### config.mk
export PLATFORM = sky130hd
export DESIGN_NAME = mem_type_resolver
export DESIGN_NICKNAME = d
export VERILOG_FILES = /design/src/rtl/mem_type_resolver.sv
export SDC_FILE = /design/constraint.sdc
export NUM_CORES = 2
export LEC_CHECK = 0
export BUFFER_PORTS_ARGS = -buffer_cell sky130_fd_sc_hd__buf_2
export CAP_MARGIN = 20
export CORE_AREA = 2 2 493 495
export DETAILED_ROUTE_END_ITERATION = 8
export DIE_AREA = 0 0 495 497
export PLACE_DENSITY = 0.45
export SETUP_SLACK_MARGIN = 0.1
export SLEW_MARGIN = 20
export SYNTH_ARGS = -nofsm -noshare
export SYNTH_HDL_FRONTEND = slang
export SYNTH_SLANG_ARGS = --single-unit
### constraint.sdc
create_clock -name clk -period 8.96 [get_ports clk]
set_input_delay 0.448 -clock clk [delete_from_list [all_inputs] [get_ports clk]]
set_output_delay 0.448 -clock clk [all_outputs]
set_load 0.02 [all_outputs]
### src/rtl/mem_type_resolver.sv
module mem_type_resolver #(
  parameter int NUM_VAR   = 8,
  parameter int PA_W      = 36,
  parameter bit HAS_FIXED = 1'b1
) (
  input  logic            clk,
  input  logic            rst_n,
  input  logic            cfg_we,
  input  logic [2:0]      cfg_sel,
  input  logic [6:0]      cfg_idx,
  input  logic [PA_W-1:0] cfg_wdata,
  input  logic            lk_req,
  input  logic [PA_W-1:0] lk_addr,
  output logic            res_valid,
  output logic [7:0]      res_type
);
  localparam int FIX_N = 88;
  localparam logic [7:0] T_UC  = 8'h00;
  localparam logic [7:0] T_WT  = 8'h04;
  localparam logic [7:0] T_WB  = 8'h06;
  localparam logic [7:0] T_INV = 8'hFF;
  localparam logic [PA_W-1:0] PG_KEEP   = {PA_W{1'b1}} << 12;
  localparam logic [PA_W-1:0] BOUND_KEEP = {PA_W{1'b1}} << 23;

  logic [7:0]      fix_q [FIX_N];
  logic [PA_W-1:0] base_q [NUM_VAR];
  logic [PA_W-1:0] mask_q [NUM_VAR];
  logic [7:0]      def_q;
  logic            en_glob, en_fix;
  logic [PA_W-1:0] bound_q;

  wire wr_fix = cfg_we && cfg_sel == 3'd0;

  always_ff @(posedge clk) begin
    if (!rst_n) begin
      for (int i = 0; i < FIX_N; i++) fix_q[i] <= '0;
      def_q   <= '0;
      en_glob <= 1'b0;
      en_fix  <= 1'b0;
      bound_q <= '0;
    end else if (cfg_we) begin
      if (wr_fix && int'(cfg_idx) < FIX_N) fix_q[cfg_idx] <= cfg_wdata[7:0];
      if (cfg_sel == 3'd3) begin
        def_q   <= cfg_wdata[7:0];
        en_fix  <= cfg_wdata[10];
        en_glob <= cfg_wdata[11];
      end
      if (cfg_sel == 3'd4) bound_q <= cfg_wdata & BOUND_KEEP;
    end
  end

  logic [NUM_VAR-1:0] hit;

  for (genvar g = 0; g < NUM_VAR; g++) begin : g_rng
    always_ff @(posedge clk) begin
      if (!rst_n) begin
        base_q[g] <= '0;
        mask_q[g] <= '0;
      end else if (cfg_we && int'(cfg_idx) == g) begin
        if (cfg_sel == 3'd1) base_q[g] <= cfg_wdata;
        if (cfg_sel == 3'd2) mask_q[g] <= cfg_wdata;
      end
    end
    assign hit[g] = mask_q[g][11] && ~|((lk_addr ^ base_q[g]) & mask_q[g] & PG_KEEP);
  end

  function automatic logic [7:0] merge(input logic [7:0] a, input logic [7:0] b);
    if (a == T_UC || b == T_UC) return T_UC;
    if (a == b) return a;
    if ((a == T_WB && b == T_WT) || (a == T_WT && b == T_WB)) return T_WT;
    return T_UC;
  endfunction

  logic [7:0] var_t;
  always_comb begin
    var_t = T_INV;
    for (int i = 0; i < NUM_VAR; i++)
      if (hit[i]) var_t = (var_t == T_INV) ? base_q[i][7:0] : merge(var_t, base_q[i][7:0]);
  end

  logic [6:0] fix_idx;
  always_comb begin
    if (!lk_addr[19])      fix_idx = {4'd0, lk_addr[18:16]};
    else if (!lk_addr[18]) fix_idx = 7'd8 + {3'd0, lk_addr[17:14]};
    else                   fix_idx = 7'd24 + {1'b0, lk_addr[17:12]};
  end

  wire low_mb  = ~|lk_addr[PA_W-1:20];
  wire hi_mem  = |lk_addr[PA_W-1:32];
  wire in_high = (bound_q != '0) && hi_mem && (lk_addr < bound_q);

  logic [7:0] nxt;
  always_comb begin
    if (!en_glob)                        nxt = T_INV;
    else if (HAS_FIXED && en_fix && low_mb) nxt = fix_q[fix_idx];
    else if (in_high)                    nxt = T_WB;
    else if (var_t != T_INV)             nxt = var_t;
    else                                 nxt = def_q;
  end

  always_ff @(posedge clk) begin
    if (!rst_n) begin
      res_valid <= 1'b0;
      res_type  <= T_INV;
    end else begin
      res_valid <= lk_req;
      if (lk_req) res_type <= nxt;
    end
  end

  a_r1_strobe_after_req: assert property (@(posedge clk) disable iff (!rst_n)
    lk_req |=> res_valid);
  a_r1_no_strobe_idle: assert property (@(posedge clk) disable iff (!rst_n)
    !lk_req |=> !res_valid);
  a_r1_hold_type: assert property (@(posedge clk) disable iff (!rst_n)
    !lk_req |=> $stable(res_type));
  a_r2_disabled_invalid: assert property (@(posedge clk) disable iff (!rst_n)
    lk_req && !en_glob |=> res_type == T_INV);
  a_r10_high_window_wb: assert property (@(posedge clk) disable iff (!rst_n)
    lk_req && en_glob && bound_q != '0 && hi_mem && lk_addr < bound_q |=> res_type == T_WB);
endmodule

==> results.yml <==
run_status:
  status: "finished, violations left"
  violations: "setup timing"
worst_setup_path:
  cp_num_buf_inv: 10
  cp.arrival_ns: 10.61
  crit_top_cell: "buf_4"
  critPathCaptureType: "flop"
  start_kind: "flop"
  crit_fanout: 10
  path_delay_family: "simple AND/OR/NAND/NOR gates"
  crit_path_top_delay_cell: "or4_4"
  max_stage_delay_ns: 0.59
  path_class: "flop to flop"
  crit_required_ns: 9.61
drt:
  firstDrtPassIters: 5
  vias: 44715
  drc: 0
  finalWirelength_um: 217000
  postRouteAntennaNets: 0
  vias_per_cell: 4.83
  wl_per_cell_um: 23.5
  drtIter0Drc: 3269
finish:
  fillCellCount: 23493
  layout-drive-gt1-share: 0.210
  final_nets: 6022
  register_area_um2: 45100
  multiInputGateArea_um2: 27300
  final_area_um2: 86700
  area_growth_pct: 20.4
place:
  place_area_um2: 80300
  hpwl_um: 140000
  gp_congestion: 0.909
  port_buffers: 80
timing:
  finalSetupViolCount: 8
  slew_viol_final: 0
  fin_crit_ns: 9.97
  finalCritPeriodShare: 1.11
  hold_viol: 0
  max_freq_mhz: 100
  finClkSkew_ns: 0.0597
  worst_slew_pin_slew_ns: 1.10
  max_slew_margin: 0.256
  grt_setup_unrepaired: "true"
  setup_ws_ns: -1.01
clock_network:
  cts-root-buf: "clkbuf_16"
  numCtsBuffers: 173
  cts_tree: "yes"
  clockBufferDepth: 3
  htree_levels: 4
  clock-sinks: 1512
  path_clk_slew_ns: 0.07
  clk_latency_ns: 0.82
die:
  die_area_um2: 246000
  start_util: 0.300
  ios: 95
  design.core.area_um2: 240000
  die_y_um: 497
  rows: 180
  fp.dieW_um: 495
power:
  ir_drop_mv: 0.165
  p_leak_uw: 0.0308
  power_uw: 16800
  p_per_area_nw_per_um2: 194
logic_synthesis:
  synth_edf_count: 1480
  synth_flop_cell: "edfxtp_1"
  ys_seq_area_frac: 0.626
  synth_largest_area_cell: "edfxtp_1"
  synthTopCellsByCount: "1480 x edfxtp_1, 1172 x and2_1, 279 x clkbuf_1"
  synth_cell_types: 117
  synthArstFlopShare: 0
  yosysMostFrequentCell: "edfxtp_1"
  netlist_area_um2: 72000
  syn_area_per_cell_um2: 13.9
  synth_cells: 5187
  ys_ff_latch: 1512
  synth_top_area_frac: 0.617
  yosysWarnings: 0
  yosys-top-cells-area: "edfxtp_1 62%, and2_1 10%, mux4_2 8.0%, xor2_1 2.5%, clkbuf_1 1.5%"
global_routing:
  grt_pass1_wl_um: 320000
  grt_antenna_before_repair: 22
  grt_start_max_net_pins: 116
  grt_util_all_layers: 0.175
  overflow: 0
  grt_pass1_vias: 46448
job:
  drv_cap: 0
worst_hold_path:
  hp-class: "primary input to flop"
==> logic make-up (layout without fill, tap and decap cells) <==
group | Yosys count | after routing | synth area share
DFF | 1512 | 1512 | 0.626
buffers and inverters | 420 | 979 | 0.0242
other | 1 | 327 | 0.0000521
and+or+nand+nor | 1970 | 1970 | 0.160
AOI/OAI and AO/OA | 698 | 699 | 0.0671
muxes | 351 | 351 | 0.0935
xor gates and xnor gates | 222 | 222 | 0.0270
adders and majority gates | 13 | 13 | 0.00226
==> power breakdown <==
part	total [µW]	internal, µW	switching, µW
clock network	6980	3970	3010
logic	1520	587	929
registers	8300	8160	142
==> layout make-up <==
class / count / area share
flip-flops and latches: 1512 / 0.520
multi-input cells: 3575 / 0.315
clock buffers: 235 / 0.0539
repair buffers: 603 / 0.0523
well taps: 3185 / 0.0460
clock inverters: 83 / 0.0102
inverters: 58 / 0.00251
diodes: 7 / 0.000202
==> worst reg2reg max path, delay by kind of cell, from the launching register on <==
| family | cells | cell delay [ns] |
|---|---|---|
| simple gates | 17 | 4.59 |
| buf+inv | 10 | 1.60 |
| flops | 1 | 0.45 |
| compound gates | 12 | 2.51 |
| xor+xnor | 4 | 0.59 |
==> path summary, 6_finish.rpt <==
kind / startpoint / endpoint / slack, ns / cells after the start
max: base_q[0][27]$_SDFFCE_PN0P_ / res_type[0]$_SDFFE_PN1P_ / -1.01 / 43
min: lk_req / res_valid$_SDFF_PN0_ / 0.10 / 2
max reg2reg: base_q[0][27]$_SDFFCE_PN0P_ / res_type[0]$_SDFFE_PN1P_ / -1.01 / 43
min reg2reg: bound_q[31]$_SDFFE_PN0P_ / bound_q[31]$_SDFFE_PN0P_ / 0.47 / 2
==> layer usage <==
| layer | wire length [µm] | up-vias | GRT usage |
|---|---|---|---|
| met5 | 73 | - | 0 |
| met4 | 4500 | 12 | 0.0435 |
| met3 | 10900 | 275 | 0.0291 |
| met2 | 104000 | 1039 | 0.288 |
| met1 | 98200 | 22864 | 0.241 |
| li1 | - | 20525 | - |
==> placed cells by master (no fill, tap or decap), types with 12 or more instances in the layout <==
cell	Yosys	layout
edfxtp_1	1480	1480
and2_1	1172	1172
buf_4	19	506
conb_1	1	320
mux4_2	256	256
nand2_1	217	215
xor2_1	204	200
nor2_1	190	176
clkbuf_16	0	175
o21ai_0	155	116
a211oi_1	117	115
a21oi_1	107	104
mux2i_1	86	86
buf_2	19	72
nor2b_1	73	70
a22oi_1	70	67
nand4_1	60	60
inv_1	56	56
clkbuf_1	279	53
nand3_1	48	47
clkinv_1	2	42
dfxtp_1	32	32
a21boi_0	31	30
nor3_1	30	29
and3_1	25	23
o21ai_1	9	22
nand2b_1	18	17
xnor2_1	18	16
a31oi_1	19	16
o211ai_1	16	16
clkinv_2	0	15
nor4_1	26	14
o21ai_4	0	14
nor2_2	3	14
o21ai_2	1	13
ha_1	13	13
nor4_4	3	12
buf_6	7	12
==> sequential cells by signal, summed over array words and instances (netlist names) <==
register	count
base_q	256
bound_q	13
def_q	8
en_fix	1
en_glob	1
fix_q	1024
mask_q	200
res_type	8
res_valid	1
==> timing repair <==
| item | CTS | global route |
|---|---|---|
| endpoints found under the hold margin | 15 | 0 |
| pin swaps | 28 | 31 |
| gates resized for setup | 50 | 33 |
| gates cloned | 1 | 0 |
| hold buffers | 2 | 0 |
| endpoints found under the setup margin | 8 | 8 |
| buffers inserted | 18 | 11 |
==> stage by stage <==
stage | utilization | hold slack (ns) | worst slack, ns | TNS [ns] | instances
finish | 0.361 | 0.103 | -1.01 | -7.72 | 9258
global route | 0.361 | 0.0762 | -1.48 | -11.64 | 9253
CTS | 0.360 | 0.0102 | -0.987 | -7.56 | 9239
detailed placement | 0.335 | 0.464 | -1.36 | -10.33 | 8900
global placement | 0.335 | 0.453 | -1.38 | -10.47 | 8899
floorplan | - | 0.439 | -0.385 | -2.76 | 5506
Note: power is estimated with default switching activity, not from simulation.
